$ cat src/rtl/mcd_pkg.sv
package mcd_pkg;
  // interval classes, ordered from shortest to longest
  typedef enum logic [2:0] {
    IV_NOISE,
    IV_SAME,
    IV_MID,
    IV_LONG,
    IV_START
  } ivcls_e;
endpackage

$ cat src/rtl/mcd_fall_detect.sv
module mcd_fall_detect (
  input  logic clk,
  input  logic rst_n,
  input  logic line,
  output logic fall
);
  logic prev_q;

  always_ff @(posedge clk) begin
    if (!rst_n) prev_q <= 1'b0;
    else        prev_q <= line;
  end

  assign fall = prev_q & ~line;
endmodule

$ cat src/rtl/mcd_interval.sv
module mcd_interval #(
  parameter int IVW = 8
) (
  input  logic           clk,
  input  logic           rst_n,
  input  logic           tick,
  input  logic           fall,
  output logic [IVW-1:0] ival
);
  localparam logic [IVW-1:0] TOP = '1;

  always_ff @(posedge clk) begin
    if (!rst_n)                  ival <= TOP;
    else if (fall)               ival <= {{(IVW-1){1'b0}}, tick};
    else if (tick && ival != TOP) ival <= ival + 1'b1;
  end

  // a new interval starts from zero (or one when a tick coincides)
  assert_count_restart_R6: assert property (@(posedge clk) disable iff (!rst_n)
    fall |=> (ival <= {{(IVW-1){1'b0}}, 1'b1}));
endmodule

$ cat src/rtl/mcd_decode.sv
module mcd_decode
  import mcd_pkg::*;
#(
  parameter int IVW      = 8,
  parameter int HALF     = 16,
  parameter int T_SAME   = 25,
  parameter int T_MID    = 41,
  parameter int T_LONG   = 57,
  parameter int T_START  = 80,
  parameter int HDR_BITS = 4
) (
  input  logic           clk,
  input  logic           rst_n,
  input  logic           fall,
  input  logic           in_frame,
  input  logic [IVW-1:0] ival,
  output logic           start,
  output logic [1:0]     n_keep,
  output logic           kb0,
  output logic           kb1,
  output logic [IVW-1:0] latency
);
  localparam int HW = $clog2(HDR_BITS + 2);

  ivcls_e        cls;
  logic [HW-1:0] hdr_q, hdr_mid, hdr_d;
  logic          skip_q, last_q, skip_d, last_d;
  logic [1:0]    n_raw;
  logic          r0, r1, drop0, drop1;

  always_comb begin
    if      (ival >= IVW'(T_START)) cls = IV_START;
    else if (ival >= IVW'(T_LONG))  cls = IV_LONG;
    else if (ival >= IVW'(T_MID))   cls = IV_MID;
    else if (ival >= IVW'(T_SAME))  cls = IV_SAME;
    else                            cls = IV_NOISE;
  end

  assign start = fall && (cls == IV_START);

  // raw bits produced by this edge
  always_comb begin
    n_raw  = 2'd0;
    r0     = 1'b0;
    r1     = 1'b0;
    last_d = last_q;
    skip_d = skip_q;
    if (fall && in_frame) begin
      case (cls)
        IV_LONG: begin
          n_raw  = 2'd2;
          r1     = 1'b1;
          last_d = 1'b1;
        end
        IV_MID: begin
          if (skip_q && hdr_q != '0) begin
            n_raw  = 2'd1;
            skip_d = 1'b0;
            last_d = 1'b0;
          end else begin
            n_raw  = 2'd2;
            r1     = 1'b1;
            last_d = 1'b1;
          end
        end
        IV_SAME: begin
          n_raw = 2'd1;
          r0    = last_q;
        end
        default: ;
      endcase
    end
  end

  // header filter, applied bit by bit in decode order
  always_comb begin
    drop0   = (n_raw != 2'd0) && (hdr_q != '0);
    hdr_mid = hdr_q - HW'(drop0);
    drop1   = (n_raw == 2'd2) && (hdr_mid != '0);
    hdr_d   = hdr_mid - HW'(drop1);
    if (drop0) begin
      kb0    = r1;
      kb1    = 1'b0;
      n_keep = (n_raw == 2'd2 && !drop1) ? 2'd1 : 2'd0;
    end else begin
      kb0    = r0;
      kb1    = r1;
      n_keep = n_raw;
    end
  end

  always_ff @(posedge clk) begin
    if (!rst_n) begin
      hdr_q   <= '0;
      skip_q  <= 1'b0;
      last_q  <= 1'b1;
      latency <= '0;
    end else if (start) begin
      hdr_q   <= HW'(HDR_BITS);
      skip_q  <= 1'b1;
      last_q  <= 1'b1;
      latency <= ival - IVW'(HALF);
    end else begin
      hdr_q  <= hdr_d;
      skip_q <= skip_d;
      last_q <= last_d;
    end
  end

  // once any bit is kept the header phase is over
  assert_header_done_R7: assert property (@(posedge clk) disable iff (!rst_n)
    (n_keep != 2'd0) |=> (hdr_q == '0));
endmodule

$ cat src/rtl/mcd_buffer.sv
module mcd_buffer #(
  parameter int CAP = 160,
  parameter int CW  = 8
) (
  input  logic           clk,
  input  logic           rst_n,
  input  logic           clr,
  input  logic [1:0]     n_keep,
  input  logic           kb0,
  input  logic           kb1,
  output logic [CW-1:0]  bit_count,
  output logic [CAP-1:0] data
);
  localparam int IW = $clog2(CAP);

  function automatic logic [IW-1:0] slot(input int n);
    return IW'(8 * (n / 8) + 7 - (n % 8));
  endfunction

  logic [CAP-1:0] data_d;
  logic [CW:0]    sum;

  always_comb begin
    data_d = data;
    if (n_keep != 2'd0 && int'(bit_count) < CAP)
      data_d[slot(int'(bit_count))] = kb0;
    if (n_keep == 2'd2 && int'(bit_count) + 1 < CAP)
      data_d[slot(int'(bit_count) + 1)] = kb1;
    sum = {1'b0, bit_count} + {{(CW-1){1'b0}}, n_keep};
  end

  always_ff @(posedge clk) begin
    if (!rst_n || clr) begin
      data      <= '0;
      bit_count <= '0;
    end else begin
      data      <= data_d;
      bit_count <= (sum > (CW+1)'(CAP)) ? CW'(CAP) : sum[CW-1:0];
    end
  end

  assert_cleared_R11: assert property (@(posedge clk) disable iff (!rst_n)
    clr |=> (bit_count == '0));
  assert_no_overflow_R9: assert property (@(posedge clk) disable iff (!rst_n)
    int'(bit_count) <= CAP);
  assert_count_grows_R8: assert property (@(posedge clk) disable iff (!rst_n)
    !clr |=> (bit_count >= $past(bit_count)));
endmodule

$ cat src/rtl/mc_frame_decoder.sv
module mc_frame_decoder #(
  parameter int IVW       = 8,
  parameter int HALF      = 16,
  parameter int T_SAME    = 25,
  parameter int T_MID     = 41,
  parameter int T_LONG    = 57,
  parameter int T_START   = 80,
  parameter int HDR_BITS  = 4,
  parameter int MAX_BYTES = 20
) (
  input  logic                             clk,
  input  logic                             rst_n,
  input  logic                             tick,
  input  logic                             demod_in,
  output logic                             frame_done,
  output logic [$clog2(8*MAX_BYTES+1)-1:0] bit_count,
  output logic [IVW-1:0]                   latency,
  output logic [8*MAX_BYTES-1:0]           frame_data
);
  localparam int CAP = 8 * MAX_BYTES;
  localparam int CW  = $clog2(CAP + 1);

  logic           fall, start, kb0, kb1, in_frame, silence, clr;
  logic [IVW-1:0] ival;
  logic [1:0]     n_keep;

  mcd_fall_detect u_fall (
    .clk(clk), .rst_n(rst_n), .line(demod_in), .fall(fall)
  );

  mcd_interval #(.IVW(IVW)) u_ival (
    .clk(clk), .rst_n(rst_n), .tick(tick), .fall(fall), .ival(ival)
  );

  mcd_decode #(
    .IVW(IVW), .HALF(HALF), .T_SAME(T_SAME), .T_MID(T_MID),
    .T_LONG(T_LONG), .T_START(T_START), .HDR_BITS(HDR_BITS)
  ) u_dec (
    .clk(clk), .rst_n(rst_n), .fall(fall), .in_frame(in_frame), .ival(ival),
    .start(start), .n_keep(n_keep), .kb0(kb0), .kb1(kb1), .latency(latency)
  );

  mcd_buffer #(.CAP(CAP), .CW(CW)) u_buf (
    .clk(clk), .rst_n(rst_n), .clr(clr), .n_keep(n_keep), .kb0(kb0), .kb1(kb1),
    .bit_count(bit_count), .data(frame_data)
  );

  assign silence = in_frame && !fall && (ival > IVW'(T_START));
  assign clr     = frame_done | start;

  always_ff @(posedge clk) begin
    if (!rst_n) begin
      in_frame   <= 1'b0;
      frame_done <= 1'b0;
    end else begin
      frame_done <= silence;
      if (start)        in_frame <= 1'b1;
      else if (silence) in_frame <= 1'b0;
    end
  end

  assert_done_pulse_R10: assert property (@(posedge clk) disable iff (!rst_n)
    frame_done |=> !frame_done);
  assert_done_closes_R10: assert property (@(posedge clk) disable iff (!rst_n)
    frame_done |-> !in_frame);
endmodule

$ cat config.mk
export PLATFORM = sky130hd
export DESIGN_NAME = mc_frame_decoder
export DESIGN_NICKNAME = d
export VERILOG_FILES = /design/src/rtl/mcd_pkg.sv /design/src/rtl/mcd_fall_detect.sv /design/src/rtl/mcd_interval.sv /design/src/rtl/mcd_decode.sv /design/src/rtl/mcd_buffer.sv /design/src/rtl/mc_frame_decoder.sv
export SDC_FILE = /design/constraint.sdc
export NUM_CORES = 1
export LEC_CHECK = 0
export BUFFER_PORTS_ARGS = -buffer_cell sky130_fd_sc_hd__clkbuf_2
export CORE_ASPECT_RATIO = 1.2
export CORE_MARGIN = 8
export CORE_UTILIZATION = 40
export DETAILED_ROUTE_END_ITERATION = 7
export SLEW_MARGIN = 20
export SYNTH_ARGS = -nofsm -noshare
export SYNTH_HDL_FRONTEND = slang
export SYNTH_SLANG_ARGS = --single-unit
export TNS_END_PERCENT = 20
$ cat constraint.sdc
create_clock -name clk -period 10.3 [get_ports clk]
set_input_delay 0.515 -clock clk [delete_from_list [all_inputs] [get_ports clk]]
set_output_delay 0.515 -clock clk [all_outputs]
set_load 0.02 [all_outputs]
==> results of run 1 <==
## final cells by class
class,count,area (um2),area share [%]
timing repair buffer,206,1096,8.975
clock buffer,18,439.2,3.596
sequential,192,3844,31.48
clock inverter,14,186.4,1.527
tap,335,419.2,3.432
inverter,12,45.04,0.3689
multi-input combinational,953,6182,50.63
## kinds of logic after synthesis
family / Yosys count / synth area share (%)
buf+inv: 159 / 6.834
compound gates: 390 / 27.14
xor+xnor: 13 / 1.065
fa+ha+maj: 15 / 1.825
mux: 70 / 6.564
flops: 192 / 35.95
simple gates: 465 / 20.63
## synthesized netlist by cell type (3+ instances only)
library cell  number  area share [%]
nor4_1             4            0.23
clkbuf_1          85             3.0
xnor2_1            9            0.74
ha_1              14             1.6
a311oi_1           3            0.25
or2_2              3            0.18
a221o_1           14             1.3
o2111ai_1          3            0.25
xor2_1             4            0.33
inv_1             12            0.42
buf_2             44             2.1
o31ai_1           15             1.1
buf_6              5            0.53
dfxtp_1          192              36
o211a_1            3            0.28
buf_4             11            0.77
nand2b_1          14            0.82
a32oi_1            3            0.25
nor3_1            23             1.1
mux2i_1           69             6.5
o311ai_0          18             1.5
a21oi_1           91             4.3
a311oi_2           3            0.42
nand3b_1           4            0.28
nor2b_1           13            0.76
o21ai_0           14            0.66
o311ai_1          14             1.1
o21a_1             3            0.21
o211ai_1          84             5.9
a311oi_4           4            0.98
a21boi_0           8            0.56
a31oi_1           86             5.0
nand3_1           60             2.8
nor2_1            68             2.4
nand2_1          201             7.1
and2_1             4            0.23
nand4_1           54             3.2
## cells in the final DEF, fill, tap and decap left out, types with 8 or more instances in the layout
cell       instances
a21boi_0           8
a21oi_1           91
a221o_1           14
a31oi_1           86
buf_4             26
clkbuf_16         17
clkbuf_2         180
dfxtp_1          192
ha_1              14
inv_1             12
mux2i_1           69
nand2_1          201
nand2b_1          14
nand3_1           59
nand4_1           54
nor2_1            64
nor2b_1           13
nor3_1            22
o211ai_1          84
o21ai_0           14
o311ai_0          18
o311ai_1          14
o31ai_1           15
xnor2_1            9
## worst max-delay path: stages (launching register included)
cell and delay [ns]:
dfxtp_1 0.53, ha_1 0.55, nand3b_1 0.14, o21ai_1 0.43
nand3_2 0.38, a21oi_1 0.24, ha_1 0.17, ha_1 0.16
xnor2_1 0.10, and3_1 0.28, o2111ai_4 0.20, buf_4 0.71
nand3_2 1.04, nand4_1 0.44, o211ai_1 0.13
## layer usage
metal,track usage [%],routed length (um),up-vias
met5,0,0,-
met4,12.83,2031,0
li1,-,-,5011
met1,33.11,17340,5228
met2,39.05,19000,627
met3,6.608,4349,118
## flip-flops by register name, indices dropped and copies added, names as in the netlist
name,flops
u_buf.bit_count,8
u_dec.skip_q,1
u_dec.hdr_q,3
u_dec.last_q,1
u_ival.ival,8
frame_done,1
u_fall.prev_q,1
u_buf.data,160
u_dec.latency,8
in_frame,1
## worst max-delay path by stage
stage | cells after the start | end | start
after global routing | 14 | u_buf.data[64]$_SDFF_PP0_ | u_ival.ival[5]$_SDFFE_PN1P_
after global placement | 14 | u_buf.data[64]$_SDFF_PP0_ | u_ival.ival[5]$_SDFFE_PN1P_
after floorplan | 21 | u_buf.bit_count[2]$_SDFF_PP0_ | u_ival.ival[5]$_SDFFE_PN1P_
after CTS | 14 | u_buf.data[64]$_SDFF_PP0_ | u_ival.ival[5]$_SDFFE_PN1P_
final | 14 | u_buf.data[56]$_SDFF_PP0_ | u_ival.ival[5]$_SDFFE_PN1P_
after detailed placement | 14 | u_buf.data[64]$_SDFF_PP0_ | u_ival.ival[5]$_SDFFE_PN1P_
## per-stage QoR
stage	worst slack (ns)	utilization (%)	instance area [um2]
after global routing	4.250	46.49	12210
after detailed placement	4.805	44.05	11570
after floorplan	5.913	-	10690
final	4.621	46.49	12210
after CTS	4.779	46.43	12200
after global placement	4.934	44.01	11560
## power breakdown
part / switching (W) / leakage, nW / internal [W]
clock: 0.000338 / 0.297 / 0.000378
sequential: 0.0000204 / 1.55 / 0.000751
combinational: 0.0000681 / 2.16 / 0.0000342
total: 0.000426 / 4.01 / 0.00116
==> impl_metrics.json, run 1 <==
{
  "status": "complete, no violations",
  "grt_pass1_wl_mm": 64.26,
  "power.total_w": 0.001589,
  "cts_tree": "built",
  "routedWlPerCell_um": 24.69,
  "placementRows": 65,
  "cts_inserted_buffers": 17,
  "drt_iter0_drc": 1537,
  "end_kind": "flop",
  "synth-main-ff-cell": "dfxtp_1",
  "slew_viol_final": 0,
  "hold_viol_final": 0,
  "path_clk_slew_ns": 0.08,
  "holdBufCountCts": 0,
  "vias_per_cell": 6.349,
  "path_class": "flop to flop",
  "yosysWarnings": 0,
  "min_period_ns": 5.679,
  "fmax_mhz": 176.1,
  "cts_max_path_buffers": 2,
  "max_slew_margin_pct": 18.23,
  "hold_path_class": "input port to flop",
  "syn2layout_area_growth_pct": 14.21,
  "crit_required_ns": 10.62,
  "fin_cells": 1730,
  "worstHoldEndpoint": "u_fall.prev_q$_SDFF_PN0_",
  "dieArea_um2": 32240,
  "grt_pass1_vias": 10570,
  "n_antenna_cell": 0,
  "tightest_slew_ns": 1.222,
  "p_leak_nw": 4.010,
  "rr_worst_depth": 14,
  "dp_hpwl_mm": 27.44,
  "yosysSeqAreaShare_pct": 35.95,
  "portBuffers": 180,
  "cts_sinks": 192,
  "synth_seq_cells": 192,
  "ant_nets": 0,
  "die_w_um": 165.3,
  "initial_core_util_pct": 40.70,
  "setup_tns_ns": 0,
  "r2r-end": "u_buf.data[56]$_SDFF_PP0_",
  "drc": 0,
  "r2r-start": "u_ival.ival[5]$_SDFFE_PN1P_",
  "whs_ns": 0.3333,
  "synth_fp_nets": 1323,
  "die_y_um": 195.1,
  "pin_count": 181,
  "synthArstFlopShare_pct": 0,
  "postSynthCellCount": 1304,
  "fin_nets": 1401,
  "h-tree-depth": 4,
  "wl_mm": 42.72,
  "gp_congestion": 0.9316,
  "worstSetupStartpointType": "flop",
  "grt.total_usage_pct": 25.74,
  "power-per-cell-area_nw_per_um2": 130.2,
  "grt_max_degree": 92,
  "cp_max_fo": 74,
  "core-area_um2": 26270,
  "netlist_area_um2": 10690,
  "cts_root_buffer": "clkbuf_16",
  "fillers": 2632,
  "skew_ns": 0.01964,
  "holdPathStages": 2,
  "insertion_delay_ns": 0.45,
  "num_vias": 10980,
  "antenna_found_initial": 0,
  "cts_setup_buffers": 0,
  "drive_above_1_share_pct": 20.14,
  "finalSetupViolations": 0,
  "crit_arrival_ns": 5.99,
  "fin_crit_sh_pct": 55.14,
  "dpl.cell_count": 1698,
  "synth_edf_count": 0,
  "avgSynthCellArea_um2": 8.200,
  "hold_start": "demod_in",
  "dr.pass1.iters": 6,
  "peakVddDrop_mv": 0.09466,
  "rsz0062_at_grt": "no",
  "postCtsResizedCells": 0,
  "cap_violations": 0,
  "grt-ovfl-total": 0,
  "ys_types": 73,
  "rrSetupSlack_ns": 4.62
}
(Power assumes the default switching activity.)
==> run 2, diff against run 1 <==
Clock period 10.3 ns to 5.9 ns, I/O delays scaled along.
==> run 2 against run 1 <==
  * First-iteration DRC count is 0.78% higher
  * Cell area down 0.13%
  * Sequential share of layout area barely moved
==> impl_metrics.json, run 2 (synthesis results as in run 1) <==
{
  "status": "complete, no violations",
  "dr.pass1.iters": 6,
  "comb_power_share_pct": 6.7,
  "portBuffers": 180,
  "slew_viol_final": 0,
  "die_y_um": 195.1,
  "grt-ovfl-total": 0,
  "tightest_slew_ns": 1.197,
  "grt.total_usage_pct": 25.91,
  "cap_violations": 0,
  "crit_slowest_cell": "ha_1",
  "routedWlPerCell_um": 24.85,
  "core-area_um2": 26270,
  "grt_max_degree": 76,
  "peakVddDrop_mv": 0.1866,
  "layout_commonest_cell": "nand2_1",
  "p_seq_share_pct": 50.2,
  "postCtsResizedCells": 0,
  "finalSetupViolations": 0,
  "intPower_w": 0.001934,
  "ant_nets": 0,
  "num_vias": 11050,
  "min_period_ns": 5.238,
  "cpMostUsedCell": "ha_1",
  "dp_hpwl_mm": 27.91,
  "hold_viol_final": 0,
  "syn2layout_area_growth_pct": 14.05,
  "drc": 0,
  "wl_mm": 43.06,
  "hold_path_class": "input port to flop",
  "grt_pass1_wl_mm": 64.93,
  "gp_congestion": 0.9432,
  "h-tree-depth": 4,
  "clockPowerShare_pct": 43.2,
  "placementRows": 65,
  "top_register": "u_buf.data",
  "rsz0062_at_grt": "no",
  "vias_per_cell": 6.374,
  "insertion_delay_ns": 0.45,
  "antenna_found_initial": 0,
  "cts_tree": "built",
  "critPathBufInv": 1,
  "largest_register_ffs": 160,
  "crit_path_max_incr_delay_ns": 0.54,
  "power.total_w": 0.002686,
  "die_w_um": 165.3,
  "whs_ns": 0.1126,
  "holdBufCountCts": 0,
  "swShare_pct": 28.01,
  "dieArea_um2": 32240,
  "path_cells": "ha_1 -> nand3b_1 -> o21ai_1 -> nand3_2 -> a21oi_1 -> ha_1 -> ha_1 -> xnor2_1 -> and3_1 -> a31o_2 -> ha_1 -> inv_1 -> fa_1 -> and3b_1 -> nor2_1 -> a22o_1 -> a32oi_1 -> nand2_1 -> nor4_1",
  "path_clk_slew_ns": 0.08,
  "max_slew_margin_pct": 19.60,
  "crit_family": "simple AND/OR/NAND/NOR gates",
  "worstSetupStartpointType": "flop",
  "crit_arrival_ns": 5.60,
  "fin_crit_sh_pct": 88.79,
  "n_antenna_cell": 0,
  "drive_above_1_share_pct": 20.31,
  "fin_nets": 1404,
  "power-per-cell-area_nw_per_um2": 220.2,
  "fmax_mhz": 190.9,
  "path_class": "flop to flop",
  "setup_tns_ns": 0,
  "initial_core_util_pct": 40.70,
  "cts_root_buffer": "clkbuf_16",
  "end_kind": "flop",
  "crit_required_ns": 6.26,
  "pin_count": 181,
  "cts_sinks": 192,
  "cp_max_fo": 12,
  "cts_inserted_buffers": 17,
  "p_leak_nw": 4.001,
  "p_switching_w": 0.0007525,
  "drt_iter0_drc": 1549,
  "cts_max_path_buffers": 2,
  "final_cell_mix": "nand2_1, dfxtp_1, clkbuf_2",
  "skew_ns": 0.01712,
  "cts_setup_buffers": 0,
  "grt_pass1_vias": 10520
}
## run 2: cell types whose count changed in the layout (fill, tap and decap cells not counted), sizes merged
cell | before | now
buf | 26 | 29
inv | 19 | 18
clkinvlp | 3 | 4
clkinv | 2 | 4
bufinv | 2 | 0
## run 2: power by group through the flow
stage          Sequential (W)  Clock [W]  Combinational (W)
4_1_cts               0.00135    0.00117           0.000177
5_1_grt               0.00135    0.00122           0.000197
3_5_place_dp          0.00138          0           0.000176
6_report              0.00135    0.00116           0.000179
2_1_floorplan         0.00136          0           0.000156
3_3_place_gp          0.00138          0           0.000175
## run 2: final timing paths
path / startpoint / to / slack, ns / depth (start not counted)
min reg2reg: in_frame$_SDFFE_PN0P_ / frame_done$_SDFF_PN0_ / 0.46 / 2
min: demod_in / u_fall.prev_q$_SDFF_PN0_ / 0.11 / 2
max: u_ival.ival[5]$_SDFFE_PN1P_ / u_buf.bit_count[2]$_SDFF_PP0_ / 0.66 / 19
max reg2reg: u_ival.ival[5]$_SDFFE_PN1P_ / u_buf.bit_count[2]$_SDFF_PP0_ / 0.66 / 19
## run 2: per-layer routing
| metal | global-route usage (%) | share of wire (%) |
|---|---|---|
| met1 | 33.03 | 40 |
| met2 | 38.41 | 44 |
| met3 | 7.260 | 11 |
| met4 | 14.71 | 5.0 |
| met5 | 0 | 0 |
## run 2: area by class of cell
class,count,area (um2)
Fill cell,2649,14070
Multi-Input combinational cell,953,6182
Sequential cell,192,3844
Timing Repair Buffer,209,1131
Clock buffer,18,429.2
Tap cell,335,419.2
Clock inverter,14,145.1
Inverter,12,45.04
## run 2: per-stage QoR
step	instance area [um2]	util [%]	setup WS, ns	std cells
6_report	12200	46.43	0.6617	1733
5_1_grt	12200	46.43	0.2134	1733
4_1_cts	12180	46.36	0.7144	1733
3_5_place_dp	11600	44.17	0.7208	1701
3_3_place_gp	11600	44.14	0.9208	1701
2_1_floorplan	10690	-	1.513	1304
